### src/rtl/rpt_pkg.sv
package rpt_pkg;

    typedef enum logic [1:0] {
        MODE_PWM = 2'd0,
        MODE_ONE = 2'd1,
        MODE_DLY = 2'd2,
        MODE_RSV = 2'd3
    } mode_e;

    typedef enum logic [1:0] {
        ST_IDLE  = 2'd0,
        ST_PRIME = 2'd1,
        ST_COUNT = 2'd2
    } state_e;

    typedef enum logic [1:0] {
        CC_HOLD  = 2'd0,
        CC_DEC   = 2'd1,
        CC_LD_R0 = 2'd2,
        CC_LD_R1 = 2'd3
    } cnt_cmd_e;

    localparam logic [1:0] SEL_PRESET = 2'd0;
    localparam logic [1:0] SEL_RLD0   = 2'd1;
    localparam logic [1:0] SEL_RLD1   = 2'd2;
    localparam logic [1:0] SEL_CTRL   = 2'd3;

    localparam int CTRL_EN_BIT = 2;

endpackage

### src/rtl/rpt_start_sync.sv
module rpt_start_sync #(
    parameter int STAGES = 2
) (
    input  logic clk,
    input  logic rst_n,
    input  logic din,
    output logic rise
);

    localparam int LAST = STAGES;

    logic [LAST:0] sr_q;

    always_ff @(posedge clk or negedge rst_n) begin
        if (!rst_n) begin
            sr_q <= '0;
        end else begin
            sr_q <= {sr_q[LAST-1:0], din};
        end
    end

    assign rise = sr_q[LAST-1] & ~sr_q[LAST];


    rise_single_chk: assert property (@(posedge clk) disable iff (!rst_n)
        rise |=> !rise);

endmodule

### src/rtl/rpt_down_counter.sv
module rpt_down_counter
    import rpt_pkg::*;
#(
    parameter int CNT_W = 16
) (
    input  logic             clk,
    input  logic             rst_n,
    input  logic             wr_en,
    input  logic [1:0]       wr_sel,
    input  logic [CNT_W-1:0] wr_data,
    input  logic             preset_ok,
    input  cnt_cmd_e         cmd,
    output logic [CNT_W-1:0] cnt_q,
    output logic             is_zero
);

    logic [CNT_W-1:0] rld0_q;
    logic [CNT_W-1:0] rld1_q;
    logic             preset_wr;

    assign preset_wr = wr_en && (wr_sel == SEL_PRESET) && preset_ok;

    always_ff @(posedge clk or negedge rst_n) begin
        if (!rst_n) begin
            rld0_q <= '0;
            rld1_q <= '0;
        end else if (wr_en) begin
            if (wr_sel == SEL_RLD0) rld0_q <= wr_data;
            if (wr_sel == SEL_RLD1) rld1_q <= wr_data;
        end
    end

    always_ff @(posedge clk or negedge rst_n) begin
        if (!rst_n) begin
            cnt_q <= '0;
        end else begin
            unique case (cmd)
                CC_HOLD:  if (preset_wr) cnt_q <= wr_data;
                CC_DEC:   cnt_q <= cnt_q - 1'b1;
                CC_LD_R0: cnt_q <= rld0_q;
                CC_LD_R1: cnt_q <= rld1_q;
                default:  cnt_q <= cnt_q;
            endcase
        end
    end

    assign is_zero = (cnt_q == '0);


    dec_step_chk: assert property (@(posedge clk) disable iff (!rst_n)
        (cmd == CC_DEC) |=> (cnt_q == $past(cnt_q) - 1'b1));


    preset_lock_chk: assert property (@(posedge clk) disable iff (!rst_n)
        (!preset_ok && cmd == CC_HOLD) |=> $stable(cnt_q));

endmodule

### src/rtl/rpt_ctrl_fsm.sv
module rpt_ctrl_fsm
    import rpt_pkg::*;
(
    input  logic     clk,
    input  logic     rst_n,
    input  logic     tick,
    input  logic     is_zero,
    input  logic     ctrl_wr,
    input  logic     ctrl_en,
    input  logic [1:0] ctrl_mode,
    input  logic     ext_rise,
    output cnt_cmd_e cmd,
    output logic     tmr_out,
    output logic     irq,
    output logic     run_flag,
    output logic     preset_ok
);

    state_e state_q;
    state_e state_d;
    mode_e  mode_q;
    mode_e  eff_mode;
    logic   phase_q;

    logic go;
    logic stop_sw;
    logic load_tick;
    logic uf;
    logic last_uf;

    // mode used by a start request: a control write in the same cycle wins
    assign eff_mode  = (state_q == ST_IDLE && ctrl_wr) ? mode_e'(ctrl_mode) : mode_q;
    assign go        = (state_q == ST_IDLE) && ((ctrl_wr && ctrl_en) || ext_rise)
                       && (eff_mode != MODE_RSV);
    assign stop_sw   = (state_q != ST_IDLE) && ctrl_wr && !ctrl_en;
    assign load_tick = (state_q == ST_PRIME) && tick && !stop_sw;
    assign uf        = (state_q == ST_COUNT) && tick && is_zero && !stop_sw;
    assign last_uf   = uf && ((mode_q == MODE_ONE) || (mode_q == MODE_DLY && phase_q));

    // next state
    always_comb begin
        state_d = state_q;
        unique case (state_q)
            ST_IDLE: begin
                if (go) state_d = (eff_mode == MODE_DLY) ? ST_COUNT : ST_PRIME; // T_GO_COUNT / T_GO_PRIME
            end
            ST_PRIME: begin
                if (stop_sw)        state_d = ST_IDLE;   // T_STOP
                else if (load_tick) state_d = ST_COUNT;  // T_LOAD
            end
            ST_COUNT: begin
                if (stop_sw)      state_d = ST_IDLE;     // T_STOP
                else if (last_uf) state_d = ST_IDLE;     // T_END
            end
            default: state_d = ST_IDLE;
        endcase
    end

    // counter command
    always_comb begin
        cmd = CC_HOLD;
        if (load_tick) begin
            cmd = CC_LD_R0;
        end else if (state_q == ST_COUNT && tick && !stop_sw) begin
            if (!is_zero) begin
                cmd = CC_DEC;
            end else begin
                unique case (mode_q)
                    MODE_PWM: cmd = phase_q ? CC_LD_R0 : CC_LD_R1;
                    MODE_DLY: cmd = phase_q ? CC_HOLD : CC_LD_R0;
                    default:  cmd = CC_HOLD;
                endcase
            end
        end
    end

    // state register with the mode latch and the reload phase
    always_ff @(posedge clk or negedge rst_n) begin
        if (!rst_n) begin
            state_q <= ST_IDLE;
            mode_q  <= MODE_PWM;
            phase_q <= 1'b0;
        end else begin
            state_q <= state_d;
            if (state_q == ST_IDLE && ctrl_wr) mode_q <= eff_mode;
            if (go)      phase_q <= 1'b0;
            else if (uf) phase_q <= (mode_q == MODE_PWM) ? ~phase_q : 1'b1;
        end
    end

    // outputs
    always_ff @(posedge clk or negedge rst_n) begin
        if (!rst_n) begin
            tmr_out <= 1'b0;
            irq     <= 1'b0;
        end else begin
            if (load_tick || uf) tmr_out <= ~tmr_out;
            irq <= uf && ((mode_q != MODE_PWM) || phase_q);
        end
    end

    assign run_flag  = (state_q != ST_IDLE);
    assign preset_ok = (state_q == ST_IDLE);


    toggle_needs_tick_chk: assert property (@(posedge clk) disable iff (!rst_n)
        !$stable(tmr_out) |-> $past(tick));


    irq_with_edge_chk: assert property (@(posedge clk) disable iff (!rst_n)
        irq |-> !$stable(tmr_out));


    shot_ends_chk: assert property (@(posedge clk) disable iff (!rst_n)
        (irq && mode_q == MODE_ONE) |-> !run_flag);


    dly_second_ends_chk: assert property (@(posedge clk) disable iff (!rst_n)
        (irq && mode_q == MODE_DLY && $past(phase_q)) |-> !run_flag);


    idle_freeze_chk: assert property (@(posedge clk) disable iff (!rst_n)
        ($past(state_q) == ST_IDLE && state_q == ST_IDLE) |-> $stable(tmr_out));


    rsv_refused_chk: assert property (@(posedge clk) disable iff (!rst_n)
        (state_q == ST_IDLE && ctrl_wr && ctrl_en && ctrl_mode == 2'd3 && !ext_rise)
        |=> (state_q == ST_IDLE));

endmodule

### src/rtl/rpt_timer.sv
module rpt_timer
    import rpt_pkg::*;
#(
    parameter int CNT_W       = 16,
    parameter int SYNC_STAGES = 2
) (
    input  logic             clk,
    input  logic             rst_n,
    input  logic             cnt_tick,
    input  logic             wr_en,
    input  logic [1:0]       wr_sel,
    input  logic [CNT_W-1:0] wr_data,
    input  logic             ext_start,
    output logic             tmr_out,
    output logic             irq,
    output logic             run_flag,
    output logic [CNT_W-1:0] count_val
);

    logic     ext_rise;
    logic     is_zero;
    logic     preset_ok;
    logic     ctrl_wr;
    cnt_cmd_e cmd;

    assign ctrl_wr = wr_en && (wr_sel == SEL_CTRL);

    rpt_start_sync #(
        .STAGES (SYNC_STAGES)
    ) u_sync (
        .clk   (clk),
        .rst_n (rst_n),
        .din   (ext_start),
        .rise  (ext_rise)
    );

    rpt_ctrl_fsm u_fsm (
        .clk       (clk),
        .rst_n     (rst_n),
        .tick      (cnt_tick),
        .is_zero   (is_zero),
        .ctrl_wr   (ctrl_wr),
        .ctrl_en   (wr_data[CTRL_EN_BIT]),
        .ctrl_mode (wr_data[1:0]),
        .ext_rise  (ext_rise),
        .cmd       (cmd),
        .tmr_out   (tmr_out),
        .irq       (irq),
        .run_flag  (run_flag),
        .preset_ok (preset_ok)
    );

    rpt_down_counter #(
        .CNT_W (CNT_W)
    ) u_cnt (
        .clk       (clk),
        .rst_n     (rst_n),
        .wr_en     (wr_en),
        .wr_sel    (wr_sel),
        .wr_data   (wr_data),
        .preset_ok (preset_ok),
        .cmd       (cmd),
        .cnt_q     (count_val),
        .is_zero   (is_zero)
    );

endmodule

### config.mk
export PLATFORM = sky130hd
export DESIGN_NAME = rpt_timer
export DESIGN_NICKNAME = d
export VERILOG_FILES = /design/src/rtl/rpt_pkg.sv /design/src/rtl/rpt_start_sync.sv /design/src/rtl/rpt_down_counter.sv /design/src/rtl/rpt_ctrl_fsm.sv /design/src/rtl/rpt_timer.sv
export SDC_FILE = /design/constraint.sdc
export NUM_CORES = 1
export LEC_CHECK = 0
export BUFFER_PORTS_ARGS = -buffer_cell sky130_fd_sc_hd__buf_2
export CORE_ASPECT_RATIO = 0.75
export CORE_MARGIN = 1
export CORE_UTILIZATION = 57
export DETAILED_ROUTE_END_ITERATION = 8
export PLACE_DENSITY = 0.78
export SYNTH_ARGS = -nofsm -noshare
export SYNTH_HDL_FRONTEND = slang
export SYNTH_SLANG_ARGS = --single-unit
### constraint.sdc
create_clock -name clk -period 3.4 [get_ports clk]
set_clock_uncertainty 0.1 [all_clocks]
set_input_delay 0.51 -clock clk [delete_from_list [all_inputs] [get_ports clk]]
set_output_delay 0.51 -clock clk [all_outputs]
set_load 0.05 [all_outputs]
; ---- Word level (Yosys, flattened, before mapping)
; Cells that the tools add are included.
[op_classes]
n_addsub = 1
eq_ne = 16
mux = 19
bitwise = 4
reduce_logical = 35
[ops]
columns = cell, n
row1 = $pmux 16 s4, 1
row2 = $mux 2, 11
row3 = $logic_and 1x1->1, 18
row4 = $logic_not 16->1, 1
row5 = $mux 16, 1
row6 = $sub 16x1->16 const B, 1
row7 = $eq 2x2->1 const B, 7
row8 = $eq 2x1->1 const B, 4
row9 = $logic_not 2->1, 4
row10 = $ne 3x1->1 const B, 2
row11 = $pmux 2 s3, 1
row12 = $reduce_bool 2->1, 3
row13 = $logic_or 1x1->1, 4
row14 = $mux 1, 4
row15 = $ne 2x2->1 const B, 2
row16 = $pmux 2 s2, 1
row17 = $reduce_and 2->1, 2
row18 = $not 1->1, 3
row19 = $reduce_and 3->1, 1
row20 = $logic_not 1->1, 2
row21 = $ne 2x1->1 const B, 1
row22 = $and 1x1->1, 1
[totals]
regBits = 58
input_bits = 23
out_inout_bits = 19
elab_cells = 84

; ---- Depth between registers and ports, before layout
[logic_depth]
ltp_word = 10
depth_mapped = 10

; ---- By module
; A second synthesis with hierarchy kept.
[hier_totals]
hier_cells = 269
area_unflattened_um2 = 3099.2
[by_module_without_submodules]
columns = mod, instances, cells_each, area_each_um2, seq_area_each_um2
row1 = rpt_down_counter, 1, 217, 2527.4, 1201.2
row2 = rpt_ctrl_fsm, 1, 47, 476.7, 175.2
row3 = rpt_start_sync, 1, 4, 88.8, 75.1
row4 = rpt_timer, 1, 1, 6.3, 0.0

; ---- Least setup slack after synthesis
; OpenSTA, ideal clock, no wires.
[synth_timing]
path_type = register -> register
startpoint = register u_cnt.cnt_q[2]
endpoint = register u_cnt.cnt_q[9]
arrival_ns = 2.520
t_required_ns = 3.179
slack_ns = 0.659
stages_incl_launch_ff = 9
n_path_buf = 2
cell_sequence = dfrtp_1 -> buf_6 -> or4_4 -> or3_1 -> buf_2 -> or4_4 -> xor2_1 -> a21oi_1 -> a22o_2
[synth_via]
elab_chain_len = 6
word_cells_on_any_way = 11
[synth_lines]
columns = element, line_no
row1 = start: declaration, rpt_down_counter.sv:13  ; output logic [CNT_W-1:0] cnt_q,
row2 = start signal: assignment, rpt_down_counter.sv:38  ; CC_HOLD: if (preset_wr) cnt_q <= wr_data;
row3 = start signal: assignment, rpt_down_counter.sv:39  ; CC_DEC: cnt_q <= cnt_q - 1'b1;
row4 = start signal: assignment, rpt_down_counter.sv:40  ; CC_LD_R0: cnt_q <= rld0_q;
row5 = $logic_not 16->1, rpt_down_counter.sv:47  ; assign is_zero = (cnt_q == '0);
row6 = $mux 2, rpt_ctrl_fsm.sv:65  ; if (!is_zero) begin
row7 = $mux 2, rpt_ctrl_fsm.sv:64  ; end else if (state_q == ST_COUNT && tick && !stop_sw) begin
row8 = $mux 2, rpt_ctrl_fsm.sv:62  ; if (load_tick) begin
row9 = $eq 2x2->1 (tied with other cells), rpt_down_counter.sv:37  ; unique case (cmd)
row10 = $pmux 16 s4 or $ne 2x1->1 (tied branches), --
; Parallel ways exist; a longest one is shown, timed or not.
; A chain may end at the register's enable or synchronous reset.

; ---- Final worst setup path
[layout_timing]
startpoint = register u_cnt.cnt_q[0]
endpoint = register u_cnt.cnt_q[15]
; Same word-level chain as after synthesis.

==> results.tsv <==
metric	value	unit
status	complete, no violations	
vias in the first global route	2492	
CP required	3.52	ns
Core Region	5060	µm²
RSZ-0062 raised after global routing	false	
kind of critical path	flop to flop	
syn avg cell area	10.3	µm²
Initial Util	61.6	%
GRT Residual Overflow	0	
Unique masters post-synth	50	
Reg-to-Reg End	u_cnt.cnt_q[15]	
area grow syn2layout	14.1	%
sequential power share	36.7	%
largest net degree at the start of global routing	39	
hold_buf cts	0	
Hold Crit Class	input port to asynchronous set/reset pin	
slowest CP cell	nor4b_1	
switching portion of total power	45.6	%
Final Critical Period	2.85	ns
Final Slew Violations	0	
DR iter-0 viols	355	
crit path DAT	2.97	ns
row count	22	
Peak VDD IR	399	µV
Max-Cap Viols	0	
worst slew pin tran	0.965	ns
dpl hpwl	5450	µm
first-pass GRT wire length	12900	µm
Post-synth EDFFs	0	
Place WS	0.732	ns
worst-path fanout max	9	
Total GRT Usage	30.8	%
critical path's top delay family	simple AND/OR/NAND/NOR gates	
Fmax	0.351	GHz
root buf cell	clkbuf_8	
detailed-route wire length	7800	µm
Sink Count	58	
post-cts sizing count	0	
Final Cycle Share	83.7	%
first drt pass iteration count	5	
Top FF cell, synth	dfrtp_1	
clock share of power	19.9	%
Total Power	3.17	mW
max_slew headroom	35.5	%
layout cell share with drive strength beyond 1	28.8	%
Seq/Total Area, Yosys	46.5	%
clk slew on worst S/H paths	0.07	ns
Final Hold Viols	0	
Post-CTS Setup Inserts	0	
CTS H-tree lvls	3	
number of top-level pins	42	
R2R depth	9	
worst-path cell chain	inv_1, ha_1, nor4b_1, and4_1, a21oi_1, buf_4, a41oi_1, nor3_1, a211o_1	
CTS Buf Count	9	
Ys Warns	0	
Fin Setup TNS	0	ns
Gate Count Post-Synth	304	
Synth Cell Area	3120	µm²
LEAKAGE	1.55	nW
WL per Instance	18.3	µm
n_diodes	0	
Comb power frac	43.5	%
met2 WL post-DR	3250	µm
initial antenna violation count	0	
vias per std cell	6.30	
routed via count	2682	
Max Root-Sink Buffers	2	
TritonCTS clock tree	done	
number of routed nets with antenna violations	0	
Post-synth ARST share	100	%
Crit path largest cell delay	0.47	ns
r2r setup slk	0.55	ns
Clock Latency Late Sink	0.34	ns
Setup crit end kind	flop	
pwr/cell area	891	nW/µm²
critical path buffer and inverter count	2	
Final WS setup	0.555	ns
final net count	374	
syn nets	329	
IO Port Bufs	41	
CP Launch Type	flop	
DIE AREA	5780	µm²
Top Layer Used	met4	
die height	66.1	µm
Net Sw Power	1.45	mW
GPL Wtd Cong	0.916	
Horiz. Die Dim	87.4	µm
Int Power	1.73	mW
# DRC	0	
Synth Register Bits	58	
final setup vio count	0	
M1 WL	3580	µm
met3 wire len	812	µm
Reg-to-Reg Start	u_cnt.cnt_q[0]	
-- kinds of logic after synthesis --
logic type	Yosys count	synth area share, %
AND/OR/NAND/NOR	108	17.5
flip-flops	58	46.5
buffers and inverters	23	4.49
adder cells (fa/ha/maj)	2	0.802
multiplexers	37	13.2
XOR/XNOR	12	3.37
AO/OA/AOI/OAI	64	14.2
-- per-layer routing --
| metal | vias up | GRT usage [%] |
|---|---|---|
| met5 | - | 0 |
| met4 | 0 | 10.7 |
| met3 | 19 | 11.7 |
| met2 | 159 | 42.2 |
| met1 | 1289 | 44.3 |
| li1 | 1215 | - |
-- placed cells by master, fill, tap and decap left out, types with 3 or more instances in the layout --
cell	synthesis	layout
a21oi_1	12	12
a22o_1	10	10
a31oi_1	18	18
a32o_1	3	3
buf_2	2	41
buf_4	0	8
clkbuf_8	1	10
clkinv_2	0	3
dfrtp_1	58	58
inv_1	8	8
mux2_2	32	32
mux2i_1	5	5
nand2_1	38	38
nand3_1	20	20
nand4_1	4	4
nor2_1	13	13
nor2b_1	3	3
nor3_1	6	6
nor4_1	5	5
o21ai_0	7	7
or3_1	4	4
xnor2_1	7	7
xor2_1	5	5
-- power by group through the flow --
stage               Clock, mW  Sequential [mW]  Combinational (mW)
finish                  0.631             1.16                1.38
global route            0.682             1.19                1.48
CTS                     0.641             1.15                1.37
detailed placement          0             1.16                1.36
global placement            0             1.15                1.34
floorplan                   0             1.43               0.720
-- sequential cells by signal, summed over array words and instances, names as in the netlist --
register / cells
u_cnt.cnt_q: 16
u_cnt.rld0_q: 16
u_cnt.rld1_q: 16
u_fsm.irq: 1
u_fsm.mode_q: 2
u_fsm.phase_q: 1
u_fsm.state_q: 2
u_fsm.tmr_out: 1
u_sync.sr_q: 3
-- layout make-up --
class,instances,area [µm²]
fill,422,1510
inverter,8,30.0
clock buffer,11,141
clock inverter,5,53.8
timing repair buffer,49,265
tap,72,90.1
multi-input combinational,223,1530
sequential,58,1450
-- worst register-to-register path, stage by stage (launching register included) --
cell and delay, ns:
dfrtp_1 0.44, inv_1 0.10, ha_1 0.21, nor4b_1 0.47, and4_1 0.37, a21oi_1 0.23
buf_4 0.24, a41oi_1 0.23, nor3_1 0.09, a211o_1 0.25
-- Yosys cell counts (all sizes together), types with 2 or more instances --
| library cell | number | area share (%) |
|---|---|---|
| a32o | 3 | 0.96 |
| dlygate4sd1 | 2 | 0.56 |
| inv | 8 | 0.96 |
| nor4b | 2 | 0.56 |
| nand2 | 38 | 4.6 |
| ha | 2 | 0.80 |
| mux2 | 32 | 12 |
| or4 | 3 | 0.96 |
| o21ai | 10 | 1.7 |
| nand4b | 2 | 0.56 |
| nor3 | 6 | 0.96 |
| nor4 | 5 | 1.0 |
| mux2i | 5 | 1.6 |
| xor2 | 5 | 1.4 |
| or3 | 5 | 1.0 |
| xnor2 | 7 | 2.0 |
| a22o | 12 | 3.4 |
| buf | 5 | 1.4 |
| nor2 | 13 | 1.6 |
| nor2b | 3 | 0.60 |
| a21oi | 12 | 1.9 |
| dfrtp | 58 | 47 |
| nand3 | 20 | 3.2 |
| nand4 | 4 | 0.80 |
| a31oi | 18 | 3.6 |
| clkbuf | 7 | 1.2 |
-- worst max path at each step --
stage                         startpoint         endpoint  slack (ns)  depth (start not counted)
after global routing      u_cnt.cnt_q[0]   u_cnt.cnt_q[5]        0.35                          8
after floorplan           u_cnt.cnt_q[2]   u_cnt.cnt_q[9]        0.66                          8
final                     u_cnt.cnt_q[0]  u_cnt.cnt_q[15]        0.55                          9
after detailed placement  u_cnt.cnt_q[0]  u_cnt.cnt_q[15]        0.73                          9
after CTS                 u_cnt.cnt_q[0]  u_cnt.cnt_q[15]        0.61                          9
after global placement    u_cnt.cnt_q[0]  u_cnt.cnt_q[15]        0.80                          9
-- per-stage QoR --
stage / std cells / util (%) / instance area (µm²) / hold slack [ns]
detailed placement: 410 / 66.4 / 3360 / 0.241
floorplan: 304 / - / 3120 / 0.114
CTS: 426 / 70.3 / 3560 / 0.0286
global placement: 410 / 66.4 / 3360 / 0.236
global route: 426 / 70.3 / 3560 / 0.0335
finish: 426 / 70.3 / 3560 / 0.0226
Note: power is estimated with default switching activity, not from simulation.
